$ cat src/rtl/tcf_pkg.sv
package tcf_pkg;

  typedef enum logic [1:0] {
    TCF_IGNORE = 2'd0,
    TCF_SYNC   = 2'd1,
    TCF_ASYNC  = 2'd2,
    TCF_RSVD   = 2'd3
  } tcf_mode_e;

  localparam int unsigned SYN_W = 32;
  localparam logic [5:0] EC_ABT_LOWER = 6'h24;
  localparam logic [5:0] EC_ABT_SAME  = 6'h25;
  localparam logic [5:0] FSC_TAG      = 6'h11;

  function automatic logic [SYN_W-1:0] tcf_syndrome(input logic cur_nz, input logic wr);
    logic [5:0] ec;
    ec = cur_nz ? EC_ABT_SAME : EC_ABT_LOWER;
    return {ec, 1'b1, 18'd0, wr, FSC_TAG};
  endfunction

endpackage

$ cat src/rtl/tcf_mode_sel.sv
module tcf_mode_sel #(
  parameter int unsigned CTRL_W   = 64,
  parameter int unsigned USER_LSB = 38,
  parameter int unsigned PRIV_LSB = 40
) (
  input  logic [CTRL_W-1:0] ctrl,
  input  logic              user,
  output tcf_pkg::tcf_mode_e mode
);
  logic [1:0] user_field;
  logic [1:0] priv_field;
  logic       unused_ctrl;

  assign user_field  = ctrl[USER_LSB +: 2];
  assign priv_field  = ctrl[PRIV_LSB +: 2];
  assign unused_ctrl = ^ctrl;

  always_comb begin
    mode = tcf_pkg::tcf_mode_e'(user ? user_field : priv_field);
  end
endmodule

$ cat src/rtl/tcf_abort_slot.sv
module tcf_abort_slot #(
  parameter int unsigned ADDR_W = 64,
  parameter int unsigned SYN_W  = 32
) (
  input  logic              clk,
  input  logic              rst_n,
  input  logic              load,
  input  logic [ADDR_W-1:0] in_vaddr,
  input  logic [SYN_W-1:0]  in_syn,
  input  logic              out_ready,
  output logic              out_valid,
  output logic [ADDR_W-1:0] out_vaddr,
  output logic [SYN_W-1:0]  out_syn
);
  always_ff @(posedge clk) begin
    if (!rst_n) begin
      out_valid <= 1'b0;
      out_vaddr <= '0;
      out_syn   <= '0;
    end else if (load) begin
      out_valid <= 1'b1;
      out_vaddr <= in_vaddr;
      out_syn   <= in_syn;
    end else if (out_ready) begin
      out_valid <= 1'b0;
    end
  end
endmodule

$ cat src/rtl/tcf_status_bank.sv
module tcf_status_bank #(
  parameter int unsigned NUM_EL = 4,
  localparam int unsigned EL_W  = (NUM_EL > 1) ? $clog2(NUM_EL) : 1
) (
  input  logic              clk,
  input  logic              rst_n,
  input  logic              set_en,
  input  logic [EL_W-1:0]   set_el,
  input  logic              set_sel,
  input  logic              clr_en,
  input  logic [EL_W-1:0]   clr_el,
  input  logic [1:0]        clr_mask,
  output logic [2*NUM_EL-1:0] status
);
  for (genvar e = 0; e < NUM_EL; e++) begin : g_el
    for (genvar s = 0; s < 2; s++) begin : g_bit
      logic set_hit;
      logic clr_hit;
      assign set_hit = set_en && (set_el == EL_W'(e)) && (set_sel == 1'(s));
      assign clr_hit = clr_en && (clr_el == EL_W'(e)) && clr_mask[s];
      always_ff @(posedge clk) begin
        if (!rst_n)       status[2*e+s] <= 1'b0;
        else if (set_hit) status[2*e+s] <= 1'b1;
        else if (clr_hit) status[2*e+s] <= 1'b0;
      end
    end
  end
endmodule

$ cat src/rtl/tcf_fault_reporter.sv
module tcf_fault_reporter #(
  parameter int unsigned ADDR_W    = 64,
  parameter int unsigned CTRL_W    = 64,
  parameter int unsigned NUM_EL    = 4,
  parameter int unsigned USER_LSB  = 38,
  parameter int unsigned PRIV_LSB  = 40,
  parameter int unsigned RANGE_BIT = 55,
  localparam int unsigned EL_W     = (NUM_EL > 1) ? $clog2(NUM_EL) : 1,
  localparam int unsigned SYN_W    = tcf_pkg::SYN_W
) (
  input  logic                clk,
  input  logic                rst_n,
  input  logic                fail_valid,
  output logic                fail_ready,
  input  logic [ADDR_W-1:0]   fail_vaddr,
  input  logic                fail_write,
  input  logic                fail_user,
  input  logic                fail_two_ranges,
  input  logic [EL_W-1:0]     fail_cur_el,
  input  logic [EL_W-1:0]     fail_tgt_el,
  input  logic [CTRL_W-1:0]   fail_ctrl,
  output logic                abort_valid,
  input  logic                abort_ready,
  output logic [ADDR_W-1:0]   abort_vaddr,
  output logic [SYN_W-1:0]    abort_syndrome,
  output logic                rsvd_pulse,
  input  logic                clr_en,
  input  logic [EL_W-1:0]     clr_el,
  input  logic [1:0]          clr_mask,
  output logic [2*NUM_EL-1:0] fault_status
);
  import tcf_pkg::*;

  tcf_mode_e        mode;
  logic             accept;
  logic             range_sel;
  logic [SYN_W-1:0] syn_next;

  tcf_mode_sel #(
    .CTRL_W(CTRL_W), .USER_LSB(USER_LSB), .PRIV_LSB(PRIV_LSB)
  ) u_mode (
    .ctrl(fail_ctrl), .user(fail_user), .mode(mode)
  );

  assign fail_ready = !abort_valid || abort_ready;
  assign accept     = fail_valid && fail_ready;
  assign range_sel  = fail_two_ranges && fail_vaddr[RANGE_BIT];
  assign syn_next   = tcf_syndrome(fail_cur_el != '0, fail_write);

  tcf_abort_slot #(.ADDR_W(ADDR_W), .SYN_W(SYN_W)) u_slot (
    .clk(clk), .rst_n(rst_n),
    .load(accept && (mode == TCF_SYNC)),
    .in_vaddr(fail_vaddr), .in_syn(syn_next),
    .out_ready(abort_ready), .out_valid(abort_valid),
    .out_vaddr(abort_vaddr), .out_syn(abort_syndrome)
  );

  tcf_status_bank #(.NUM_EL(NUM_EL)) u_bank (
    .clk(clk), .rst_n(rst_n),
    .set_en(accept && (mode == TCF_ASYNC)),
    .set_el(fail_tgt_el), .set_sel(range_sel),
    .clr_en(clr_en), .clr_el(clr_el), .clr_mask(clr_mask),
    .status(fault_status)
  );

  always_ff @(posedge clk) begin
    if (!rst_n) rsvd_pulse <= 1'b0;
    else        rsvd_pulse <= accept && (mode == TCF_RSVD);
  end
endmodule

$ cat config.mk
export PLATFORM = sky130hd
export DESIGN_NAME = tcf_fault_reporter
export DESIGN_NICKNAME = d
export VERILOG_FILES = /design/src/rtl/tcf_pkg.sv /design/src/rtl/tcf_mode_sel.sv /design/src/rtl/tcf_abort_slot.sv /design/src/rtl/tcf_status_bank.sv /design/src/rtl/tcf_fault_reporter.sv
export SDC_FILE = /design/constraint.sdc
export NUM_CORES = 1
export LEC_CHECK = 0
export ABC_AREA = 0
export BUFFER_PORTS_ARGS = -buffer_cell sky130_fd_sc_hd__buf_2
export CAP_MARGIN = 20
export CORE_MARGIN = 4
export CORE_UTILIZATION = 44
export DETAILED_ROUTE_END_ITERATION = 10
export GPL_ROUTABILITY_DRIVEN = 1
export PLACE_DENSITY = 0.8
export SLEW_MARGIN = 20
export SYNTH_ARGS = -nofsm -noshare
export SYNTH_HDL_FRONTEND = slang
export SYNTH_HIERARCHICAL = 1
export SYNTH_SLANG_ARGS = --single-unit
$ cat constraint.sdc
create_clock -name clk -period 2.28 [get_ports clk]
set_input_delay 0.114 -clock clk [delete_from_list [all_inputs] [get_ports clk]]
set_output_delay 0.114 -clock clk [all_outputs]
set_load 0.1 [all_outputs]
**After elaboration in Yosys (flattened, before gate mapping)**

Index checks and enable logic that the tools add are counted.

- Eq/ne operators: 9
- Muxes and demuxes: 20
- Bitwise logic cells: 1
- Reductions and logical operators: 43

Operator list:

| operator | number |
|---|---|
| logical AND 1 bit | 29 |
| nonzero test 2 bit | 10 |
| 2-to-1 mux 1 bit | 19 |
| equality test 2 bit (second input constant) | 6 |
| equality test 2 x 1 -> 1 bit (second input constant) | 3 |
| zero test 2 bit | 2 |
| 2-to-1 mux 2 bit | 1 |
| zero test 1 bit | 1 |
| logical OR 1 bit | 1 |
| NOT 1 bit | 1 |

- Register bits after elaboration: 84
- Output and inout port bits: 107
- Word-level logic and storage cells: 85

**Depth between registers and ports, before layout**

Gate-level depths: netlist (run 1).

- Word-level depth: 7
- Gate-level depth with buffers: 7
- Gate-level depth less buffers: 5

**Cells and area by module**

The synthesis (run 1) kept the hierarchy.

By module, submodules not included:

| module | instances | cells an instance | area each (µm²) | sequential area each (µm²) |
|---|---|---|---|---|
| tcf_abort_slot | 1 | 312 | 3,668.5 | 1,941.9 |
| tcf_status_bank | 1 | 42 | 409.1 | 160.2 |
| tcf_fault_reporter | 1 | 12 | 105.1 | 20.0 |
| tcf_mode_sel | 1 | 2 | 22.5 | 0.0 |

**Worst setup path after synthesis (run 1)**

OpenSTA, ideal clock, no wires.

- Path type: register to register
- Start: register u_slot.out_valid
- End: register u_slot.out_vaddr[32]
- Arrival: 1.983 ns
- Required time: 2.160 ns
- Setup slack: 0.178 ns
- Cell stages (with the launch flop): 8
- Buffers on the path: 3
- Clock period less this slack: 2.102 ns
- Cell sequence: dfxtp_1 nor2b_4 nor4bb_4 buf_4 buf_8 buf_8 mux2i_1 nor2b_1

- Longest elaborated chain between the ends: 4

RTL lines:

| element | RTL line | source |
|---|---|---|
| from (decl) | tcf_abort_slot.sv:11 | `output logic out_valid,` |
| from (signal assigned) | tcf_abort_slot.sv:17 | `out_valid <= 1'b0;` |
| from (signal assigned) | tcf_abort_slot.sv:21 | `out_valid <= 1'b1;` |
| from (signal assigned) | tcf_abort_slot.sv:25 | `out_valid <= 1'b0;` |
| zero test 1 bit | tcf_fault_reporter.sv:45 | `assign fail_ready = !abort_valid \|\| abort_ready;` |
| logical OR 1 bit | tcf_fault_reporter.sv:45 |  |
| logical AND 1 bit | tcf_fault_reporter.sv:46 | `assign accept = fail_valid && fail_ready;` |
| logical AND 1 bit | tcf_fault_reporter.sv:52 | `.load(accept && (mode == TCF_SYNC)),` |
| to (signal assigned) | tcf_abort_slot.sv:22 | `out_vaddr <= in_vaddr;` |
| to (decl) | tcf_abort_slot.sv:12 | `output logic [ADDR_W-1:0] out_vaddr,` |

Every way passes these cells.
A chain may end at the register's enable or synchronous reset.

**Final worst setup path (run 1)**

- Start: register u_slot.out_valid
- End: register u_slot.out_vaddr[61]

The elaborated chain is that of the path after synthesis.

==> Flow_metrics.wiki, run 1 <==
{| class="wikitable"
! Metric !! Value
|-
| Mean cell area of the mapped netlist || 11.4 µm²
|-
| Via count of the first global-routing pass || 3298
|-
| Proportion of synthesized chip area in sequential cells || 0.505
|-
| Unrepaired setup endpoints after global routing || no
|-
| I/O pin count || 251
|-
| Synth unique cells || 27
|-
| Placed insts || 698
|-
| Slowest Stage Delay on Critical Path || 0.40 ns
|-
| Pin count of the biggest net entering global routing || 57
|-
| Via count || 3275
|-
| Effective utilization at floorplan || 0.453
|-
| Post-Synthesis Cells || 368
|-
| Global-route wire length before repair || 15200 µm
|-
| Critical Path, Cell by Cell || nor2b_4 -> nor4bb_4 -> buf_12 -> mux2i_1 -> nor2b_1
|-
| Gates resized, CTS repair || 0
|-
| Placer Congestion || 0.792
|-
| Critical path startpoint || u_slot/out_valid$_SDFFE_PN0P_
|-
| Startpoint-to-endpoint class of the critical path || flip-flop to flip-flop
|-
| Type of the worst min-delay path || primary input to flip-flop
|-
| Skew final || 0.0218 ns
|-
| Number of DRC violations after detailed-routing iteration 0 || 90
|-
| Delay-heaviest family, CP || simple AND/OR/NAND/NOR gates
|-
| Bufs on Longest Clock Path || 2
|-
| CP arrival || 1.98 ns
|-
| DRC || 0
|-
| H-tree depth reported by CTS || 3
|-
| Total of warnings raised by yosys || 6
|-
| Total count of max-transition violations in the final report || 0
|-
| Register area || 2120 µm²
|-
| Routed WL || 9180 µm
|-
| Max FO, Critical Path || 56
|-
| Cell types occupying the most area after synthesis || sky130_fd_sc_hd__dfxtp_1 50%, sky130_fd_sc_hd__mux2i_1 23%, sky130_fd_sc_hd__nor2b_1 14%
|-
| Final-layout setup total negative slack || 0 ns
|-
| Vertical extent of the die || 106 µm
|-
| Achievable frequency || 569 MHz
|-
| Global-route usage over all layers || 0.163
|-
| Post-route antenna net violation count || 0
|-
| Final total power || 3950 µW
|-
| Share of the synthesized area in the top cell type || 0.505
|-
| Fraction of layout instances using a drive strength above 1 || 0.366
|-
| Cell type with the highest aggregate area in the netlist || sky130_fd_sc_hd__dfxtp_1
|-
| Leak pwr || 0.00244 µW
|-
| Total of hold buffers inserted after clock tree synthesis || 3
|-
| Kind of end point of the critical path || flip-flop
|-
| Max-cap violation count || 0
|-
| Total gr overflow || 0
|-
| IO buf count || 190
|-
| Half-perimeter wire length after detailed placement || 6780 µm
|-
| Root Buffer Master || sky130_fd_sc_hd__clkbuf_8
|-
| Power density normalized to cell area || 713 nW/µm²
|-
| CTS clock-pin slew for the worst setup and hold paths || 0.11 ns
|-
| Status || finished, final reports clean
|-
| Final cycle utilization of the critical path || 0.771
|-
| Clock buffers created by TritonCTS || 9
|-
| Initial antenna violation count || 0
|-
| Die Width || 106 µm
|-
| Leading cell type in the layout, fill and taps excluded || sky130_fd_sc_hd__buf_2
|-
| Worst reg2reg startpoint || u_slot/out_valid$_SDFFE_PN0P_
|-
| Clock latency at the later pin of the worst-skew pair || 0.35 ns
|-
| Start point of the worst min-delay path || fail_vaddr[29]
|-
| Number of buffers inserted to repair setup after CTS || 0
|-
| Avg WL per Cell || 12.8 µm
|-
| Required @ worst endpoint || 2.51 ns
|-
| Util after Layout || 0.596
|-
| Area after DPL || 5330 µm²
|-
| Filler cell count || 815
|-
| Antenna cells || 0
|-
| Crit-path slowest cell || sky130_fd_sc_hd__nor4bb_4
|-
| Detailed-route vias per instance || 4.57
|-
| Worst voltage drop across the vdd grid || 376 µV
|-
| Number of register bits inferred by synthesis || 106
|-
| Final net count || 727
|-
| Iteration count of the initial detailed-routing pass || 4
|-
| Final critical path time including I/O delays and setup || 1.76 ns
|-
| Core area || 9280 µm²
|-
| Row count || 35
|-
| Buf/Inv on CP || 1
|-
| Commonest non-fill, non-tap cells in the layout || 190 x sky130_fd_sc_hd__buf_2, 106 x sky130_fd_sc_hd__dfxtp_1, 97 x sky130_fd_sc_hd__nor2b_1
|-
| P&R area growth vs syn || 31.7%
|-
| Final non-filler cell total || 717
|-
| Clock tree from TritonCTS || yes
|-
| Area of the mapped netlist || 4210 µm²
|-
| Setup violations, final || 0
|-
| Final Cell Area || 5540 µm²
|-
| CTS Sinks || 106
|-
| Critical path startpoint category || flip-flop
|-
| Final-report hold violation count || 0
|-
| Area occupied by multi-input gates || 2020 µm²
|-
| Area of the die || 11200 µm²
|}
==> final cells by class <==
type	count	share of cell area
Inverter	2	0.00136
Tap cell	129	0.0291
Multi-Input combinational cell	266	0.366
Timing Repair Buffer	198	0.188
Clock inverter	4	0.00610
Clock buffer	12	0.0262
Sequential cell	106	0.383
==> synth_stat cells, drive strengths merged <==
library cell / count
conb: 2
nor3: 2
and4b: 4
nor2b: 98
mux2: 2
inv: 2
and4: 2
or4b: 1
mux2i: 96
buf: 13
nor4bb: 3
nand4bb: 3
o21a: 1
and2: 1
or2: 1
dfxtp: 106
nand4b: 3
nand4: 1
clkbuf: 9
nand2: 10
o22ai: 8
==> power breakdown <==
part / internal, µW / total [µW] / switching [µW]
combinational: 236 / 945 / 709
clock: 439 / 1050 / 608
sequential: 1920 / 1960 / 33.6
==> cells by family (layout without fill, tap and decap cells) <==
family,count (synthesis),in the layout,share of synthesized area
DFF,106,106,0.505
buffers and inverters,24,216,0.0390
AOI/OAI and AO/OA,9,9,0.0152
muxes,98,98,0.234
and+or+nand+nor,129,129,0.206
other,2,30,0.00179
==> per-stage QoR <==
stage / worst slack, ns / hold slack (ns)
floorplan: 0.178 / 0.253
global placement: 0.440 / 0.369
detailed placement: 0.380 / 0.381
CTS: 0.509 / 0.000193
global route: 0.384 / 0.00229
finish: 0.522 / 0.0222
==> state kept, by name, indices dropped and copies added (netlist names) <==
signal	flops
u_bank/status	8
u_slot/out_syn	32
u_slot/out_vaddr	64
u_slot/out_valid	1
rsvd_pulse	1
==> per-layer routing <==
metal	vias to the layer above	part of all wire	track usage
met1	1475	0.42	0.197
met2	147	0.45	0.266
met4	0	0.013	0.0546
li1	1642	-	-
met3	11	0.11	0.0643
met5	-	0	0
==> worst min-delay path, cell delays in order <==
cell                      delay, ns
sky130_fd_sc_hd__buf_2         0.08
sky130_fd_sc_hd__mux2i_1       0.06
sky130_fd_sc_hd__nor2b_1       0.09
==> path summary, 6_finish.rpt <==
path	slack (ns)	endpoint	depth (start not counted)
max	0.52	u_slot/out_vaddr[61]$_SDFFE_PN0P_	5
min	0.02	u_slot/out_vaddr[29]$_SDFFE_PN0P_	3
min reg2reg	0.46	u_bank/status[4]$_SDFFE_PN0P_	2
max reg2reg	0.52	u_slot/out_vaddr[61]$_SDFFE_PN0P_	5
Power figures use the tool's default switching activity.
==> inputs of run 2 (changes only) <==
ABC_AREA = 1   (was 0)
CORE_UTILIZATION = 38   (was 44)
PLACE_DENSITY = 0.75   (was 0.8)
clock period = 1.6 ns   (was 2.28 ns; I/O delays follow)
==> Flow_metrics.wiki, run 2 <==
{| class="wikitable"
! Metric !! Value
|-
| Kind of end point of the critical path || flip-flop
|-
| Core area || 9770 µm² (+5.3%)
|-
| DRC || 0 (unchanged)
|-
| Row count || 36 (+2.9%)
|-
| Worst Slack Setup Final || 0.186 ns (-0.336 ns)
|-
| Pin count of the biggest net entering global routing || 56 (-1.8%)
|-
| Final net count || 907 (+25%)
|-
| I/O pin count || 251 (unchanged)
|-
| Max FO, Critical Path || 49 (-13%)
|-
| Worst-case hold path end point || u_slot/out_syn[26]$_SDFFE_PN0P_
|-
| Final cycle utilization of the critical path || 0.884
|-
| Worst hold margin || 0.0480 ns (+0.0259 ns)
|-
| Number of buffers inserted to repair setup after CTS || 0 (unchanged)
|-
| Most numerous cell in the Yosys netlist || sky130_fd_sc_hd__nor2_1
|-
| Die Width || 108 µm (+2.3%)
|-
| CP arrival || 1.65 ns (-0.33 ns)
|-
| Power density normalized to cell area || 1080 nW/µm² (+52%)
|-
| Top_reg_cell synth || sky130_fd_sc_hd__dfxtp_1
|-
| CTS clock-pin slew for the worst setup and hold paths || 0.10 ns (about the same)
|-
| Cells on worst reg2reg path || 7 (+2)
|-
| Area of the die || 11700 µm² (+4.6%)
|-
| Mean cell area of the mapped netlist || 7.73 µm² (-32%)
|-
| Filler cell count || 837 (+2.7%)
|-
| Critical path startpoint category || primary input
|-
| Clock tree from TritonCTS || yes
|-
| Final-report hold violation count || 0 (unchanged)
|-
| Type of the worst min-delay path || primary input to flip-flop
|-
| Via count || 4186 (+28%)
|-
| CTS Sinks || 106 (unchanged)
|-
| Leading cell type in the layout, fill and taps excluded || sky130_fd_sc_hd__nor2_1
|-
| Final Cell Area || 5860 µm² (+5.9%)
|-
| Placed insts || 818 (+17%)
|-
| Avg WL per Cell || 12.9 µm (+0.57%)
|-
| IO buf count || 190 (unchanged)
|-
| Final non-filler cell total || 902 (+26%)
|-
| Status || finished, final reports clean
|-
| Count of cells along the worst hold path || 4 (+1)
|-
| FFs w/ async S/R, synth || 0 (unchanged)
|-
| H-tree depth reported by CTS || 3 (unchanged)
|-
| Leak pwr || 0.00304 µW (+24%)
|-
| Root Buffer Master || sky130_fd_sc_hd__clkbuf_8
|-
| Area occupied by multi-input gates || 1590 µm² (-22%)
|-
| Area of the mapped netlist || 3810 µm² (-9.3%)
|-
| Cell type with the highest aggregate area in the netlist || sky130_fd_sc_hd__dfxtp_1
|-
| Achievable frequency || 707 MHz
|-
| Final-layout setup total negative slack || 0 ns (unchanged)
|-
| Post-Synthesis Cells || 493 (+34%)
|-
| Total count of max-transition violations in the final report || 0 (unchanged)
|-
| Max-cap violation count || 0 (unchanged)
|-
| Share of the synthesized area in the top cell type || 0.557 (+0.0520)
|-
| Register area || 2130 µm² (+0.18%)
|-
| Half-perimeter wire length after detailed placement || 7110 µm (+4.9%)
|-
| Fraction of layout instances using a drive strength above 1 || 0.284 (-0.0818)
|-
| Number of enable-type register cells in the synthesized netlist || 0 (unchanged)
|-
| Vertical extent of the die || 108 µm (+2.3%)
|-
| Number of register bits inferred by synthesis || 106 (unchanged)
|-
| Worst reg2reg startpoint || u_slot/out_valid$_SDFFE_PN0P_
|-
| Worst voltage drop across the vdd grid || 522 µV (+39%)
|-
| Top reg by flops || u_slot/out_vaddr
|-
| Setup violations, final || 0 (unchanged)
|-
| Number of DRC violations after detailed-routing iteration 0 || 309 (+240%)
|-
| Cell types occupying the most area after synthesis || sky130_fd_sc_hd__dfxtp_1 56%, sky130_fd_sc_hd__nor2_1 19%, sky130_fd_sc_hd__o21ai_0 13%
|-
| Synth unique cells || 18 (-33%)
|-
| Initial antenna violation count || 0 (unchanged)
|-
| Detailed-route vias per instance || 4.64 (+1.6%)
|-
| Register-to-register setup slack || 0.28 ns (-0.24 ns)
|-
| Startpoint-to-endpoint class of the critical path || primary input to flip-flop
|-
| Total of warnings raised by yosys || 6 (unchanged)
|-
| Area after DPL || 4990 µm² (-6.3%)
|-
| Max reg flops || 64 (unchanged)
|-
| Bufs on Longest Clock Path || 2 (unchanged)
|-
| Via count of the first global-routing pass || 4166 (+26%)
|-
| Total gr overflow || 0 (unchanged)
|-
| Start point of the worst min-delay path || fail_cur_el[0]
|-
| Commonest non-fill, non-tap cells in the layout || 195 x sky130_fd_sc_hd__nor2_1, 190 x sky130_fd_sc_hd__buf_2, 105 x sky130_fd_sc_hd__dfxtp_1
|-
| Required @ worst endpoint || 1.84 ns (-0.67 ns)
|-
| Final critical path time including I/O delays and setup || 1.41 ns
|-
| Setup Slack @ Placement || 0.318 ns (-0.0626 ns)
|-
| Unrepaired setup endpoints after global routing || no
|-
| Placer Congestion || 0.787 (-0.58%)
|-
| Effective utilization at floorplan || 0.390 (-0.0629)
|-
| Skew final || 0.00701 ns (-0.0147 ns)
|-
| Proportion of synthesized chip area in sequential cells || 0.557 (+0.0520)
|-
| Global-route usage over all layers || 0.194 (+0.0305)
|-
| P&R area growth vs syn || 53.8%
|-
| Routed WL || 11600 µm (+27%)
|-
| Clock latency at the later pin of the worst-skew pair || 0.35 ns (about the same)
|-
| Global-route wire length before repair || 18500 µm (+22%)
|-
| Most frequent cells after synthesis || 196 x sky130_fd_sc_hd__nor2_1, 106 x sky130_fd_sc_hd__dfxtp_1, 96 x sky130_fd_sc_hd__o21ai_0
|-
| FF-to-FF End || u_slot/out_vaddr[20]$_SDFFE_PN0P_
|-
| Registers with the most flip-flops || u_slot/out_vaddr (64), u_slot/out_syn (32), u_bank/status (8)
|-
| Iteration count of the initial detailed-routing pass || 4 (unchanged)
|-
| Clock buffers created by TritonCTS || 9 (unchanged)
|-
| Post-route antenna net violation count || 0 (unchanged)
|}
[run 2: power by group]
part	leakage (µW)	internal (µW)	switching [µW]
registers	0.000867	2790	73.7
logic	0.00207	391	1490
clock network	0.000102	738	868
total	0.00304	3920	2440
[run 2: worst max-delay path by stage]
stage / slack (ns) / startpoint / depth (start not counted) / to
after floorplan: 0.002 / u_slot/out_valid$_SDFFE_PN0P_ / 9 / u_slot/out_vaddr[52]$_SDFFE_PN0P_
after global placement: 0.35 / fail_user / 10 / u_slot/out_vaddr[10]$_SDFFE_PN0P_
after detailed placement: 0.32 / fail_user / 10 / u_slot/out_syn[30]$_SDFFE_PN0P_
after CTS: 0.21 / abort_ready / 5 / fail_ready
after global routing: 0.05 / abort_ready / 8 / u_bank/status[1]$_SDFFE_PN0P_
final: 0.19 / abort_ready / 10 / u_slot/out_vaddr[20]$_SDFFE_PN0P_
[run 2: kinds of logic (layout without fill, tap and decap cells)]
kind of cell | after synthesis | after routing | synth area share
other | 2 | 31 | 0.00197
AOI/OAI and AO/OA | 105 | 105 | 0.139
DFF | 106 | 106 | 0.557
buffers and inverters | 46 | 293 | 0.0601
and+or+nand+nor | 234 | 234 | 0.243
[run 2: metal layers]
layer,routed length (µm),track usage,part of all wire,vias up
met5,0,0,0,-
met4,389,0.107,0.034,0
met3,841,0.0424,0.072,38
met2,5670,0.332,0.49,165
met1,4710,0.224,0.41,1894
li1,-,-,-,2089
[run 2: layout make-up]
cell class / instances / area share
tap: 133 / 0.0284
multi-input combinational: 369 / 0.271
antenna: 1 / 0.000427
inverter: 14 / 0.00896
clock buffer: 13 / 0.0305
timing repair buffer: 263 / 0.295
clock inverter: 3 / 0.00363
sequential: 106 / 0.362
[run 2: worst max-delay path, cell delays in order]
cell and delay [ns]:
sky130_fd_sc_hd__dlygate4sd3_1 0.53, sky130_fd_sc_hd__buf_2 0.11, sky130_fd_sc_hd__inv_1 0.08, sky130_fd_sc_hd__nand2_8 0.08, sky130_fd_sc_hd__nand2_2 0.08, sky130_fd_sc_hd__nor2_4 0.17, sky130_fd_sc_hd__inv_2 0.09, sky130_fd_sc_hd__buf_12 0.19
sky130_fd_sc_hd__nor2_1 0.15, sky130_fd_sc_hd__nor2_1 0.07
[run 2: repair_timing]
item / in CTS / in global routing
hold buffers: 67 / 0
endpoints found under the setup margin: 0 / 0
resized for setup: 0 / 0
endpoints found under the hold margin: 67 / 0
[run 2: through the flow]
| stage | util | power, µW |
|---|---|---|
| 2_1_floorplan | - | 4320 |
| 3_3_place_gp | 0.511 | 4640 |
| 3_5_place_dp | 0.511 | 4670 |
| 4_1_cts | 0.600 | 6400 |
| 5_1_grt | 0.600 | 6640 |
| 6_report | 0.600 | 6360 |
